File: config.mk
export PLATFORM = sky130hd
export DESIGN_NAME = pt_walker
export DESIGN_NICKNAME = d
export VERILOG_FILES = /design/src/rtl/pt_walker_pkg.sv /design/src/rtl/pte_addr_gen.sv /design/src/rtl/pte_check.sv /design/src/rtl/pt_walker.sv
export SDC_FILE = /design/constraint.sdc
export NUM_CORES = 1
export LEC_CHECK = 0
export BUFFER_PORTS_ARGS = -buffer_cell sky130_fd_sc_hd__buf_2
export CORE_MARGIN = 3
export CORE_UTILIZATION = 48
export CTS_CLUSTER_SIZE = 12
export DETAILED_ROUTE_END_ITERATION = 8
export PLACE_DENSITY = 0.78
export SYNTH_ARGS = -nofsm -noshare
export SYNTH_HDL_FRONTEND = slang
export SYNTH_SLANG_ARGS = --single-unit
File: constraint.sdc
create_clock -name clk_i -period 2.1 [get_ports clk_i]
set_input_delay 0.105 -clock clk_i [delete_from_list [all_inputs] [get_ports clk_i]]
set_output_delay 0.105 -clock clk_i [all_outputs]
set_load 0.005 [all_outputs]
File: src/rtl/pt_walker_pkg.sv
package pt_walker_pkg;
  localparam int unsigned VA_W     = 14;
  localparam int unsigned PA_W     = 12;
  localparam int unsigned OFF_W    = 6;
  localparam int unsigned PTE_W    = 16;
  localparam int unsigned MEM_AW   = 16;
  localparam int unsigned VPN_W    = VA_W - OFF_W;
  localparam int unsigned PPN_W    = PA_W - OFF_W;

  // entry bit positions
  localparam int unsigned BIT_VLD  = PPN_W;
  localparam int unsigned BIT_RD   = PPN_W + 1;
  localparam int unsigned BIT_WR   = PPN_W + 2;
  localparam int unsigned BIT_SUP  = PPN_W + 3;

  typedef enum logic [1:0] {
    FLT_OK   = 2'b00,
    FLT_ABS  = 2'b01,
    FLT_PROT = 2'b10
  } fault_e;

  typedef enum logic [1:0] {
    ST_IDLE,
    ST_FETCH,
    ST_WAIT,
    ST_RESP
  } walk_st_e;
endpackage

File: src/rtl/pte_addr_gen.sv
module pte_addr_gen #(
  parameter int unsigned VPN_W  = 8,
  parameter int unsigned AW     = 16,
  parameter int unsigned PTE_W  = 16
) (
  input  logic [AW-1:0]    base_i,
  input  logic [VPN_W-1:0] vpn_i,
  output logic [AW-1:0]    addr_o
);
  localparam int unsigned PTE_BYTES = PTE_W / 8;
  localparam int unsigned SHIFT     = $clog2(PTE_BYTES);

  logic [AW-1:0] idx_ext;
  assign idx_ext = AW'(vpn_i) << SHIFT;
  assign addr_o  = base_i + idx_ext;
endmodule

File: src/rtl/pte_check.sv
module pte_check
  import pt_walker_pkg::*;
#(
  parameter int unsigned EW  = 16,
  parameter int unsigned PW  = 6,
  parameter int unsigned OW  = 6
) (
  input  logic [EW-1:0]    pte_i,
  input  logic             write_i,
  input  logic             sup_i,
  input  logic [OW-1:0]    off_i,
  output fault_e           fault_o,
  output logic [PW+OW-1:0] pa_o
);
  logic vld, rd_ok, wr_ok, sup_only, viol;

  assign vld      = pte_i[PW];
  assign rd_ok    = pte_i[PW+1];
  assign wr_ok    = pte_i[PW+2];
  assign sup_only = pte_i[PW+3];

  assign viol = (sup_only && !sup_i) || (write_i ? !wr_ok : !rd_ok);

  always_comb begin
    if (!vld) begin
      fault_o = FLT_ABS;
      pa_o    = '0;
    end else if (viol) begin
      fault_o = FLT_PROT;
      pa_o    = '0;
    end else begin
      fault_o = FLT_OK;
      pa_o    = {pte_i[PW-1:0], off_i};
    end
  end
endmodule

File: src/rtl/pt_walker.sv
module pt_walker
  import pt_walker_pkg::*;
#(
  parameter int unsigned VAW  = VA_W,
  parameter int unsigned PAW  = PA_W,
  parameter int unsigned OW   = OFF_W,
  parameter int unsigned EW   = PTE_W,
  parameter int unsigned AW   = MEM_AW
) (
  input  logic                clk_i,
  input  logic                rst_ni,
  input  logic                req_valid_i,
  output logic                req_ready_o,
  input  logic [VAW-1:0]      req_va_i,
  input  logic                req_write_i,
  input  logic                req_sup_i,
  input  logic [AW-1:0]       base_i,
  output logic                mem_req_o,
  output logic [AW-1:0]       mem_addr_o,
  input  logic                mem_rvalid_i,
  input  logic [EW-1:0]       mem_rdata_i,
  output logic                rsp_valid_o,
  input  logic                rsp_ready_i,
  output logic [PAW-1:0]      rsp_pa_o,
  output logic [1:0]          rsp_fault_o,
  output logic [VAW-OW-1:0]   rsp_vpn_o
);
  localparam int unsigned VW = VAW - OW;
  localparam int unsigned PW = PAW - OW;

  walk_st_e        st_q, st_d;
  logic [VAW-1:0]  va_q;
  logic            wr_q, sup_q;
  logic [AW-1:0]   addr_q, addr_calc;
  logic [PAW-1:0]  pa_q, pa_calc;
  fault_e          flt_q, flt_calc;
  logic            take, land, done;

  pte_addr_gen #(.VPN_W(VW), .AW(AW), .PTE_W(EW)) u_agen (
    .base_i (base_i),
    .vpn_i  (req_va_i[VAW-1:OW]),
    .addr_o (addr_calc)
  );

  pte_check #(.EW(EW), .PW(PW), .OW(OW)) u_chk (
    .pte_i   (mem_rdata_i),
    .write_i (wr_q),
    .sup_i   (sup_q),
    .off_i   (va_q[OW-1:0]),
    .fault_o (flt_calc),
    .pa_o    (pa_calc)
  );

  assign take = (st_q == ST_IDLE) && req_valid_i;
  assign land = (st_q == ST_WAIT) && mem_rvalid_i;
  assign done = (st_q == ST_RESP) && rsp_ready_i;

  always_comb begin
    st_d = st_q;
    unique case (st_q)
      ST_IDLE:  if (take) st_d = ST_FETCH;
      ST_FETCH: st_d = ST_WAIT;
      ST_WAIT:  if (land) st_d = ST_RESP;
      ST_RESP:  if (done) st_d = ST_IDLE;
      default:  st_d = ST_IDLE;
    endcase
  end

  always_ff @(posedge clk_i or negedge rst_ni) begin
    if (!rst_ni) begin
      st_q   <= ST_IDLE;
      va_q   <= '0;
      wr_q   <= 1'b0;
      sup_q  <= 1'b0;
      addr_q <= '0;
      pa_q   <= '0;
      flt_q  <= FLT_OK;
    end else begin
      st_q <= st_d;
      if (take) begin
        va_q   <= req_va_i;
        wr_q   <= req_write_i;
        sup_q  <= req_sup_i;
        addr_q <= addr_calc;
      end
      if (land) begin
        pa_q  <= pa_calc;
        flt_q <= flt_calc;
      end
    end
  end

  assign req_ready_o = (st_q == ST_IDLE);
  assign mem_req_o   = (st_q == ST_FETCH);
  assign mem_addr_o  = addr_q;
  assign rsp_valid_o = (st_q == ST_RESP);
  assign rsp_pa_o    = pa_q;
  assign rsp_fault_o = flt_q;
  assign rsp_vpn_o   = va_q[VAW-1:OW];
endmodule

==> key figures <==
Status
  • Status: completed

Layout
  • Fill count: 365
  • Finished Layout Cells: 336
  • Layout cells sized above 1: 0.440
  • Final #Nets: 349
  • Area Overhead vs Synth: 28.1%
  • Register area: 1200 um^2
  • Final core utilization: 0.653
  • Final Instance Area: 2900 um^2
  • Most frequent cells in the layout: buf_2 (87), dfrtp_1 (48), nand2_1 (23), mux2_2 (19), o21ai_0 (15)
  • Inserted Diodes: 0
  • Most common cell after layout, fill and taps aside: buf_2
  • Multi-input logic area: 1010 um^2

CTS
  • Clock transition at path regs: 0.09 ns
  • CTS Buf Count: 5
  • Sink Count: 48
  • Worst-case clock buffer depth: 2
  • Htree depth: 2
  • Worst skew pair latency: 0.29 ns
  • Clk root buf: clkbuf_8
  • Post-CTS Setup Bufs: 0
  • TritonCTS clock tree: done

Pwr
  • Net Sw Frac: 0.317
  • Total power: 3.58 mW
  • Power Dens Cells: 1240 nW/um^2
  • Flop pwr share: 0.442
  • Sw Pwr: 1.14 mW
  • Pleak: 1.48 nW
  • Comb pwr share: 0.373
  • Cell Int Power: 2.45 mW
  • Clock Power Share: 0.186
  • Worst vdd ir: 698 uV

Synth
  • Ys flop type: dfrtp_1
  • Sequential area share after synthesis: 0.530
  • Syn Area/Cell: 11.9 um^2
  • Synth warn: 0
  • Async set-reset flop share out of synthesis: 1.00
  • Post-synth cell types: 32
  • Synthesized area: 2260 um^2
  • Flops & latches, synth: 48
  • Synth Net Count: 257
  • EDFF count, synth: 0
  • Synth Instances: 191

Worst setup path
  • Crit-path slowest cell: fa_1
  • Worst Path Class, Setup: input pin to register
  • Startpoint Class: input pin
  • CP cell instances: buf_2 -> ha_1 -> fa_1 -> a211oi_1 -> o21ai_2 -> o2111ai_2 -> nor2_1 -> xnor2_1 -> o21ai_1
  • CP Data Arrival Time: 1.88 ns
  • CP max FO: 3
  • CP peak stage delay: 0.43 ns
  • Largest delay share family, worst path: compound AO/OA/AOI/OAI gates
  • Critical Path RT: 2.29 ns
  • Critical path buffers and inverters: 1
  • CP endpoint kind: register

Placed design
  • Number of port buffers: 87
  • Cell area after placement: 2780 um^2
  • DP Wirelength: 3.58 mm
  • Placed Cells: 327
  • RD Place Congestion: 0.732
  • Setup slack at placement: 0.0850 ns

Die
  • Ports: 94
  • CORE AREA: 4440 um^2
  • Row count: 24
  • Starting Density: 0.510
  • Chip width: 74.7 um
  • DIE AREA: 5580 um^2
  • Die Y: 74.7 um

Drt
  • DRC viols: 0
  • DR WL/cell: 13.9 um
  • Detail Route Antenna Nets: 0
  • Iteration-0 DRC Markers: 79
  • Final wirelength: 4.67 mm
  • Via/cell ratio: 5.09
  • Via count: 1710
  • Drt pass-1 iters: 6

Global route
  • Vias in the first global route: 1616
  • Initial antenna violation count: 0
  • First-pass GRT wire length: 7.33 mm
  • Largest net degree at the start of global routing: 46
  • GRT overflow: 0
  • Total GRT Usage: 0.172

STA
  • WHS: 0.0187 ns
  • Max Fclk: 589 MHz
  • Final Hold Fails: 0
  • Slew @ Worst Pin: 0.443 ns
  • Final Cycle Share: 0.808
  • Period minus WS final: 1.70 ns
  • Fin. max-slew vios: 0
  • RSZ-0062 raised after global routing: no
  • Setup ws final: 0.403 ns
  • Clock skew: 0.00626 ns
  • Final setup fails: 0
  • Max-Slew Margin vs Limit: 0.704
  • Setup TNS: 0 ns

Job
  • Total of max-cap violations: 0

Min path
  • HP Class: input pin to register
state kept, by name, summed over array words and instances (netlist names):
signal,flops
rsp_fault_o,2
sup_q,1
va_q,14
mem_addr_o,16
st_q,2
wr_q,1
rsp_pa_o,12
metal layers:
layer,track usage,vias to the layer above,part of all wire
met5,0,-,0
met4,0.0474,0,0.0068
met3,0.0467,2,0.043
met2,0.286,43,0.50
met1,0.223,803,0.45
li1,-,862,-
power by group through the flow:
stage | clock network, mW | registers (mW) | logic [mW]
final | 0.666 | 1.58 | 1.34
after global routing | 0.733 | 1.64 | 1.51
after CTS | 0.696 | 1.59 | 1.36
after detailed placement | 0 | 1.60 | 1.36
after global placement | 0 | 1.58 | 1.32
after floorplan | 0 | 1.62 | 0.723
worst register-to-register path, cell delays in order, from the launching register on:
cell and delay (ns):
dfrtp_1 0.39, inv_1 0.08, ha_1 0.24, nand2_1 0.12, buf_12 0.23, mux2_2 0.37
cells by family after synthesis:
logic type / Yosys count / synth area share
xor+xnor: 13 / 0.0503
flops: 48 / 0.530
compound gates: 52 / 0.157
mux: 20 / 0.0989
fa+ha+maj: 13 / 0.0751
simple gates: 33 / 0.0652
buf+inv: 12 / 0.0227
synthesized netlist by cell type (4+ instances only):
cell	number	area [um^2]
xor2_1	4	35.0
a21oi_1	6	30.0
xnor2_1	9	78.8
o21ai_0	15	75.1
buf_2	4	20.0
ha_1	12	150
nand2_1	23	86.3
a22o_1	12	105
o21ai_1	6	30.0
inv_1	5	18.8
dfrtp_1	48	1200
mux2_2	19	214
worst paths after layout:
check / to / depth (start not counted) / startpoint / slack, ns
worst max-delay path: mem_addr_o[13] / 9 / req_va_i[6] / 0.40
worst min-delay path: rsp_fault_o[0] / 2 / mem_rdata_i[6] / 0.02
worst max register to register: mem_addr_o[0] / 5 / st_q[0] / 0.55
worst min register to register: rsp_fault_o[1] / 2 / rsp_fault_o[1] / 0.48
max in group asynchronous: va_q[2] / 3 / rst_ni / 1.10
min in group asynchronous: mem_addr_o[11] / 2 / rst_ni / 0.27
cell type report:
class | instances | area share
clock buffers | 5 | 0.0237
clock inverters | 3 | 0.0160
inverters | 5 | 0.00647
multi-input cells | 131 | 0.349
flip-flops and latches | 48 | 0.414
well taps | 52 | 0.0224
repair buffers | 92 | 0.168
repair_timing:
action,in CTS,in global routing
setup endpoints to repair,0,0
hold endpoints to repair,19,0
hold buffers,1,0
gates resized for setup,0,0
Note: power is estimated with default switching activity, not from simulation.
